<file path="config.mk">
export PLATFORM = sky130hd
export DESIGN_NAME = los_detector
export DESIGN_NICKNAME = d
export VERILOG_FILES = /design/src/rtl/los_det_pkg.sv /design/src/rtl/los_zero_run.sv /design/src/rtl/los_exit_window.sv /design/src/rtl/los_detector.sv
export SDC_FILE = /design/constraint.sdc
export NUM_CORES = 1
export LEC_CHECK = 0
export ABC_AREA = 1
export ABC_CLOCK_PERIOD_IN_PS = 1400
export BUFFER_PORTS_ARGS = -buffer_cell sky130_fd_sc_hd__buf_4
export CORE_AREA = 2 2 73 75
export DETAILED_ROUTE_END_ITERATION = 7
export DIE_AREA = 0 0 75 77
export PLACE_DENSITY = 0.61
export REMOVE_ABC_BUFFERS = 1
export SLEW_MARGIN = 20
export SYNTH_ARGS = -nofsm -noshare
export SYNTH_HDL_FRONTEND = slang
export SYNTH_SLANG_ARGS = --single-unit
</file>
<file path="constraint.sdc">
create_clock -name clk -period 1.4 [get_ports clk]
set_clock_uncertainty 0.1 [all_clocks]
set_input_delay 0.14 -clock clk [delete_from_list [all_inputs] [get_ports clk]]
set_output_delay 0.14 -clock clk [all_outputs]
set_load 0.1 [all_outputs]
</file>
<file path="src/rtl/los_det_pkg.sv">
// Package: shared types and default limits for the loss-of-signal detector.
// Assumes one received bit per enabled clock cycle.
package los_det_pkg;

    // Flag state: LOCKED means data is present, LOST means loss of signal.
    typedef enum logic {
        ST_LOCKED = 1'b0,
        ST_LOST   = 1'b1
    } los_state_e;

    localparam int DEF_ENTRY_ZEROS  = 175;
    localparam int DEF_WIN_LEN      = 175;
    localparam int DEF_DENS_DIV     = 8;
    localparam int DEF_MAX_ZERO_RUN = 100;

    // A bit is a one when either rail carries a mark.
    function automatic logic rail_mark(input logic pos, input logic neg);
        return pos | neg;
    endfunction

endpackage

</file>
<file path="src/rtl/los_zero_run.sv">
// Module: consecutive-zero counter for the detector's entry rule.
// Counts enabled zero bits and restarts on a one. It saturates at
// ENTRY_ZEROS instead of wrapping. hit_o pulses combinationally on the bit
// that completes the run. Assumes clear_i is held while the flag is set.
module los_zero_run #(
    parameter int ENTRY_ZEROS = 175
) (
    input  logic clk,
    input  logic rst_n,
    input  logic clear_i,
    input  logic step_i,
    input  logic mark_i,
    output logic hit_o
);
    localparam int CW = $clog2(ENTRY_ZEROS + 1);
    localparam logic [CW-1:0] LIMIT    = CW'(ENTRY_ZEROS);
    localparam logic [CW-1:0] LAST_ONE = CW'(ENTRY_ZEROS - 1);

    logic [CW-1:0] cnt_q;

    // Entry hit: this zero is the one that completes the run.
    assign hit_o = step_i & ~mark_i & ~clear_i & (cnt_q == LAST_ONE);

    // Zero-run counter with saturation and restart on a mark.
    always_ff @(posedge clk) begin
        if (!rst_n) begin
            cnt_q <= '0;
        end else if (clear_i) begin
            cnt_q <= '0;
        end else if (step_i) begin
            if (mark_i) begin
                cnt_q <= '0;
            end else if (cnt_q < LIMIT) begin
                cnt_q <= cnt_q + 1'b1;
            end
        end
    end
endmodule

</file>
<file path="src/rtl/los_exit_window.sv">
// Module: ones-density exit evaluator. It judges back-to-back WIN_LEN-bit
// windows. A window passes with at least ceil(WIN_LEN/DENS_DIV) ones and no
// zero run above MAX_ZERO_RUN. end_o and pass_o are combinational on the
// last bit. Assumes clear_i is held whenever the flag is not set.
module los_exit_window #(
    parameter int WIN_LEN      = 175,
    parameter int DENS_DIV     = 8,
    parameter int MAX_ZERO_RUN = 100
) (
    input  logic clk,
    input  logic rst_n,
    input  logic clear_i,
    input  logic step_i,
    input  logic mark_i,
    output logic end_o,
    output logic pass_o
);
    localparam int MIN_ONES = (WIN_LEN + DENS_DIV - 1) / DENS_DIV;
    localparam int IW = $clog2(WIN_LEN);
    localparam int OW = $clog2(MIN_ONES + 1);
    localparam int RW = $clog2(MAX_ZERO_RUN + 2);
    localparam logic [IW-1:0] IDX_LAST = IW'(WIN_LEN - 1);
    localparam logic [OW-1:0] ONES_LIM = OW'(MIN_ONES);
    localparam logic [RW-1:0] RUN_LIM  = RW'(MAX_ZERO_RUN + 1);

    logic [IW-1:0] idx_q;
    logic [OW-1:0] ones_q, ones_nx;
    logic [RW-1:0] run_q, run_nx;
    logic          fail_q, fail_nx;
    logic          last_bit;

    // Next-state counts for this bit, including the bit itself.
    always_comb begin
        ones_nx = ones_q;
        if (mark_i && (ones_q < ONES_LIM)) begin
            ones_nx = ones_q + 1'b1;
        end
        if (mark_i) begin
            run_nx = '0;
        end else if (run_q < RUN_LIM) begin
            run_nx = run_q + 1'b1;
        end else begin
            run_nx = run_q;
        end
        fail_nx = fail_q | (run_nx == RUN_LIM);
    end

    // Window verdict on the final bit.
    assign last_bit = (idx_q == IDX_LAST);
    assign end_o    = step_i & ~clear_i & last_bit;
    assign pass_o   = end_o & (ones_nx == ONES_LIM) & ~fail_nx;

    // Window position and statistics; restart on clear or at window end.
    always_ff @(posedge clk) begin
        if (!rst_n) begin
            idx_q  <= '0;
            ones_q <= '0;
            run_q  <= '0;
            fail_q <= 1'b0;
        end else if (clear_i || (step_i && last_bit)) begin
            idx_q  <= '0;
            ones_q <= '0;
            run_q  <= '0;
            fail_q <= 1'b0;
        end else if (step_i) begin
            idx_q  <= idx_q + 1'b1;
            ones_q <= ones_nx;
            run_q  <= run_nx;
            fail_q <= fail_nx;
        end
    end
endmodule

</file>
<file path="src/rtl/los_detector.sv">
// Module: receive loss-of-signal detector top. It combines the entry
// zero-run counter and the exit density window around a single flag
// register. Assumes one bit per bit_en cycle. The hold input stands for
// device reset or power-up and forces the flag high.
module los_detector #(
    parameter int ENTRY_ZEROS  = los_det_pkg::DEF_ENTRY_ZEROS,
    parameter int WIN_LEN      = los_det_pkg::DEF_WIN_LEN,
    parameter int DENS_DIV     = los_det_pkg::DEF_DENS_DIV,
    parameter int MAX_ZERO_RUN = los_det_pkg::DEF_MAX_ZERO_RUN
) (
    input  logic clk,
    input  logic rst_n,
    input  logic hold_i,
    input  logic bit_en,
    input  logic rx_pos,
    input  logic rx_neg,
    output logic los_o
);
    import los_det_pkg::*;

    los_state_e state_q;
    logic mark, zr_clear, win_clear, zr_hit, win_end, win_pass;

    // Rail merge and counter clears derived from the current state.
    assign mark      = rail_mark(rx_pos, rx_neg);
    assign zr_clear  = hold_i | (state_q == ST_LOST);
    assign win_clear = hold_i | (state_q == ST_LOCKED);

    los_zero_run #(
        .ENTRY_ZEROS (ENTRY_ZEROS)
    ) u_zero_run (
        .clk     (clk),
        .rst_n   (rst_n),
        .clear_i (zr_clear),
        .step_i  (bit_en),
        .mark_i  (mark),
        .hit_o   (zr_hit)
    );

    los_exit_window #(
        .WIN_LEN      (WIN_LEN),
        .DENS_DIV     (DENS_DIV),
        .MAX_ZERO_RUN (MAX_ZERO_RUN)
    ) u_exit_window (
        .clk     (clk),
        .rst_n   (rst_n),
        .clear_i (win_clear),
        .step_i  (bit_en),
        .mark_i  (mark),
        .end_o   (win_end),
        .pass_o  (win_pass)
    );

    // Flag register: forced on reset/hold, set on entry hit, cleared on pass.
    always_ff @(posedge clk) begin
        if (!rst_n) begin
            state_q <= ST_LOST;
        end else if (hold_i) begin
            state_q <= ST_LOST;
        end else begin
            case (state_q)
                ST_LOCKED: if (zr_hit)   state_q <= ST_LOST;
                ST_LOST:   if (win_pass) state_q <= ST_LOCKED;
                default:                 state_q <= ST_LOST;
            endcase
        end
    end

    assign los_o = (state_q == ST_LOST);
endmodule

</file>
### Yosys cells after proc, flatten, opt, wreduce, memory -nomap -nowiden

Cells that the tools add are included.

* add/subtract/negate cells: 4
* order comparisons: 3
* equal/unequal tests: 4
* muxes and demuxes: 8
* bitwise operators: 17
* reduce and logical (&&, ||, !) cells: 8

Operator list (count)
* adder 8 x 1 -> 8 bit, second input constant: 2
* equality test 8 bit, second input constant: 2
* 2-to-1 mux 8 bit: 2
* 2-to-1 mux 7 bit: 2
* < comparator 8 bit, second input constant: 1
* adder 7 x 1 -> 7 bit, second input constant: 1
* AND 1 bit: 7
* equality test 7 bit, second input constant: 1
* < comparator 7 bit, second input constant: 1
* NOT 1 bit: 6
* OR reduction 2 bit: 3
* adder 5 x 1 -> 5 bit, second input constant: 1
* equality test 5 bit, second input constant: 1
* < comparator 5 bit, second input constant: 1
* 2-to-1 mux 5 bit: 1
* OR 1 bit: 4
* logical AND 1 bit: 2
* 2-to-1 mux 1 bit: 2
* case mux 1 bit (2 select lines): 1
* AND reduction 2 bit: 1
* nonzero test 2 bit: 1
* logical OR 1 bit: 1

* register bits after elaboration: 30
* input port bits: 6
* output and inout port bits: 1
* logic and storage cells: 50

### Depth between registers and ports, before layout

* depth in word-level cells: 9
* gate-level depth with buffers: 12
* mapped depth without buffers: 12

### Modules after synthesis

Synthesis repeated with hierarchy kept, for this count alone.

* cell total of the unflattened synthesis: 287
* area, all modules: 1983.2 um^2

By module, submodules not included
* los_exit_window: instances 1, cells each 181, area each 1312.5 um^2, seq. area each 420.4 um^2
* los_zero_run: instances 1, cells each 94, area each 598.1 um^2, seq. area each 160.2 um^2
* los_detector: instances 1, cells each 12, area each 72.6 um^2, seq. area each 20.0 um^2

### Least setup slack after synthesis

No wires, ideal clock.

* path type: register -> register
* start: reg state_q (netlist: los_o)
* end: reg u_exit_window.run_q[4]
* setup time: 0.086 ns
* data arrival time: 1.740 ns
* data required time: 1.214 ns
* setup slack: -0.525 ns
* cell stages (with the launch flop): 6
* buffers on the path: 1
* clock period less this slack: 1.925 ns
* cell sequence: dfxtp_1 > inv_1 > nor2_1 > nand3_1 > buf_2 > a211oi_1

* longest elaborated chain between the ends: 4

Ends and longest elaborated chain
* start: declaration: RTL line los_detector.sv:21 `los_state_e state_q;`
* start signal: assignment: RTL line los_detector.sv:57 `state_q <= ST_LOST;`
* start signal: assignment: RTL line los_detector.sv:59 `state_q <= ST_LOST;`
* start signal: assignment: RTL line los_detector.sv:62 `ST_LOCKED: if (zr_hit) state_q <= ST_LOST;`
* NOT 1 bit
* OR 1 bit: RTL line los_detector.sv:27 `assign win_clear = hold_i | (state_q == ST_LOCKED);`
* logical OR 1 bit: RTL line los_exit_window.sv:60 `end else if (clear_i || (step_i && last_bit)) begin`
* OR reduction 2 bit (no line)
* end signal: assignment: RTL line los_exit_window.sv:68 `run_q <= run_nx;`
* end: declaration: RTL line los_exit_window.sv:28 `logic [RW-1:0] run_q, run_nx;`

Every way passes these cells.
A chain may end at the register's enable or synchronous reset.

### Final worst setup path

* start: reg u_exit_window.run_q[0]
* end: reg u_exit_window.fail_q

* longest elaborated chain between the ends: 5
* elaborated cells on any way between the ends: 6
* classes of those cells: add/sub (1); order compare (1); eq/ne (1); mux (2); bitwise (1)

Ends and longest elaborated chain
* adder 7 x 1 -> 7 bit / < comparator 7 bit (equally long branches): RTL line los_exit_window.sv:41, los_exit_window.sv:40
* 2-to-1 mux 7 bit (*): RTL line los_exit_window.sv:40 `end else if (run_q < RUN_LIM) begin`
* 2-to-1 mux 7 bit (*): RTL line los_exit_window.sv:38 `if (mark_i) begin`
* equality test 7 bit (*): RTL line los_exit_window.sv:45 `fail_nx = fail_q | (run_nx == RUN_LIM);`
* OR 1 bit (*): RTL line los_exit_window.sv:45
* end signal: assignment: RTL line los_exit_window.sv:69 `fail_q <= fail_nx;`
* end: declaration: RTL line los_exit_window.sv:29 `logic fail_q, fail_nx;`

Every way passes the cells marked *; elsewhere a longest branch is shown, timed or not.

==> summary.txt <==
Final layout
  – Area grow syn2layout: 54.1%
  – Inserted Diodes: 0
  – Fin area: 2800 um^2
  – Layout cells sized above 1: 47.6%
  – Utilization after layout: 56.2%
  – Nets@finish: 349

STA
  – Final hold vios: 0
  – Setup_tns: -0.864 ns
  – Achievable Freq: 651 MHz
  – Fin crit period: 1.54 ns
  – Final Max Slew Viols: 0
  – Final period utilization: 110%
  – RSZ-0062 raised after global routing: yes
  – Final worst slack: -0.137 ns
  – Final setup viols: 12
  – Slew HR: 78.4%
  – Slew @ Worst Pin: 0.324 ns

Clock tree
  – Worst-Skew Late Latency: 0.28 ns
  – CTS Buffer Depth: 2
  – CTS tree: done
  – CTS root buf: clkbuf_8
  – CTS Sinks: 30
  – H-tree Lvls: 2
  – Reg clk slew, reported paths: 0.06 ns
  – TritonCTS Buffers: 5

Power and ir drop
  – P_sw: 0.479 mW
  – Power density cells: 715 nW/um^2
  – Internal power: 1.52 mW
  – Flop pwr share: 43.8%
  – Worst VDD drop: 0.000487 V
  – Leak pwr: 1.15 nW
  – Comb pwr share: 13.5%
  – Clk pwr share: 42.7%
  – Sw frac: 24.0%
  – Power Total: 2.00 mW

Place
  – Global placer's final weighted congestion: 0.803
  – Post-DP Area: 2250 um^2
  – DPL Wire Length: 3160 um
  – PortBufs: 6

Critical path
  – Crit path max-delay family: simple AND/OR/NAND/NOR gates
  – Critical path buffer and inverter count: 2
  – Worst Path Required: 1.52 ns
  – Worst R2R Setup Slack: -0.14 ns
  – Worst path cell trace: buf_6 -> clkinvlp_4 -> nor2_4 -> nand3_2 -> nand3_2 -> nand3_2 -> nor2_2 -> nand3_1 -> a21oi_2
  – Slowest cell delay on critical path: 0.38 ns
  – CP dominant cell by count: nand3_2
  – FF-to-FF End: u_exit_window.fail_q$_SDFFE_PP0P_
  – Startpoint Class: flop
  – Critical path's slowest cell: dfxtp_4
  – Setup crit end kind: flop
  – Worst Setup Path Type: reg2reg
  – Critical Path AT: 1.66 ns
  – R2r startpoint: u_exit_window.run_q[0]$_SDFFE_PP0P_
  – Crit-path max FO: 4
  – R2R depth: 9

Logic synthesis
  – Syn avg cell area: 6.79 um^2
  – Most common cell in the netlist: nand2_1
  – Top post-synthesis cells by area: dfxtp_1 (33%), nand2_1 (13%), a21oi_1 (7.4%)
  – Top cell type's share of synthesized area: 33.1%
  – Area leader, netlist: dfxtp_1
  – EDFF count, synth: 0
  – Synth unique cells: 33
  – Top FF cell, synth: dfxtp_1
  – Yosys warnings: 0
  – Cell area after synthesis: 1810 um^2
  – Most common library cells after synthesis: nand2_1 (61), dfxtp_1 (30), inv_1 (30), a21oi_1 (27), nand3_1 (21)
  – Mapped Cells: 267
  – Synthesized flop and latch total: 30
  – Asr flop ratio synth: 0%
  – Sequential area share after synthesis: 33.1%

Floorplan
  – IO Pins: 7
  – Height of the die: 77 um
  – Core Region: 4980 um^2
  – Die X-Extent: 75 um
  – Num rows: 26
  – Starting Density: 36.5%
  – Die area: 5780 um^2

Drt
  – WL final: 4860 um
  – DR pass1 iterations: 4
  – Via count: 1,960
  – DRT antenna net count: 0
  – DRC viols: 0
  – Vias per std cell: 4.80
  – Initial drt markers: 59
  – DR WL/cell: 11.9 um

Min path
  – Hold path endpoint: los_o$_SDFF_PP1_
  – Hold path cells: 5
  – HP Start: hold_i
  – Hold WC Path Type: in2reg

GRT
  – Initial antenna violation count: 0
  – First-pass GRT wire length: 8420 um
  – Vias in the first global route: 1,907
  – Largest net degree at the start of global routing: 17
  – Gr ovfl total: 0
  – GRT Total Usage: 18.4%

Status
  – Failing checks: setup timing
  – Status: complete, but fails checks

Run
  – Maxcap violations: 0
per-layer routing:
layer	share of wire, %	vias to the layer above	track usage (%)
met5	0	-	0
met4	0.99	0	4.29
met3	2.8	7	3.81
met2	50	24	30.0
met1	47	912	24.5
li1	-	1017	-
area by class of cell:
class	instances	area, um^2
timing repair buffer	69	559
tap	70	87.6
clock buffer	7	76.3
multi-input combinational	195	1270
fill	455	2180
clock inverter	1	30.0
inverter	36	145
sequential	30	624
through the flow:
stage / hold WS, ns / cells / worst slack [ns]
CTS: 0.0739 / 399 / -0.123
detailed placement: 0.278 / 382 / -0.131
global route: 0.120 / 408 / -0.228
floorplan: 0.130 / 261 / -0.718
finish: 0.0814 / 408 / -0.137
global placement: 0.275 / 382 / -0.0985
tightest hold or removal path, stage by stage:
cell     delay (ns)
buf_4          0.09
nor2_1         0.05
o21ai_0        0.06
inv_1          0.04
nand2_1        0.05
worst max path at each step:
stage,start,slack (ns),endpoint,cells past startpoint
6_report,u_exit_window.run_q[0]$_SDFFE_PP0P_,-0.14,u_exit_window.fail_q$_SDFFE_PP0P_,9
3_5_place_dp,u_exit_window.idx_q[0]$_SDFFE_PP0P_,-0.13,u_exit_window.ones_q[2]$_SDFFE_PP0P_,9
3_3_place_gp,u_exit_window.idx_q[0]$_SDFFE_PP0P_,-0.1,los_o$_SDFF_PP1_,11
4_1_cts,u_exit_window.idx_q[0]$_SDFFE_PP0P_,-0.12,los_o$_SDFF_PP1_,11
5_1_grt,u_exit_window.idx_q[0]$_SDFFE_PP0P_,-0.23,los_o$_SDFF_PP1_,11
2_1_floorplan,los_o$_SDFF_PP1_,-0.72,u_exit_window.run_q[2]$_SDFFE_PP0P_,6
logic make-up after synthesis:
kind of cell | after synthesis | share of synthesized area, %
simple gates | 135 | 36.2
compound gates | 49 | 14.8
fa+ha+maj | 6 | 4.14
xor+xnor | 5 | 2.41
buf+inv | 42 | 9.31
flops | 30 | 33.1
state kept, by name, summed over array words and instances, names as in the netlist:
signal and cells:
u_zero_run.cnt_q 8, u_exit_window.run_q 7, u_exit_window.idx_q 8, los_o 1
u_exit_window.ones_q 5, u_exit_window.fail_q 1
power by group through the flow:
stage / Combinational, mW / Sequential [mW] / Clock (mW)
floorplan: 0.0926 / 0.897 / 0
global placement: 0.195 / 0.895 / 0
detailed placement: 0.197 / 0.895 / 0
CTS: 0.231 / 0.878 / 0.871
global route: 0.297 / 0.877 / 0.917
finish: 0.271 / 0.876 / 0.853
cells in the final DEF, fill, tap and decap left out, types with 3 or more instances in the layout:
cell type / count
o21ai_0: 5
nand3_1: 15
buf_4: 56
o21ai_1: 6
inv_2: 8
nor2_2: 6
a21oi_2: 9
nand2_2: 10
clkbuf_8: 5
nor3b_2: 3
nor2_4: 3
nor2_1: 15
buf_6: 11
nor3_1: 3
dfxtp_2: 10
a21oi_1: 19
nor3_2: 5
a211oi_2: 3
nand2_1: 52
o21ai_2: 3
xnor2_1: 3
ha_4: 3
dfxtp_4: 3
nand4_1: 6
nand3_2: 9
inv_1: 25
dfxtp_1: 17
repair_timing:
| item | in CTS | in global routing |
|---|---|---|
| pin swaps | 25 | 21 |
| resized for setup | 43 | 50 |
| endpoints found under the hold margin | 1 | 0 |
| gates cloned | 1 | 1 |
| hold buffers | 1 | 0 |
| buffers inserted | 7 | 9 |
| endpoints found under the setup margin | 21 | 30 |
No activity file was read; power rests on OpenSTA's default activity.
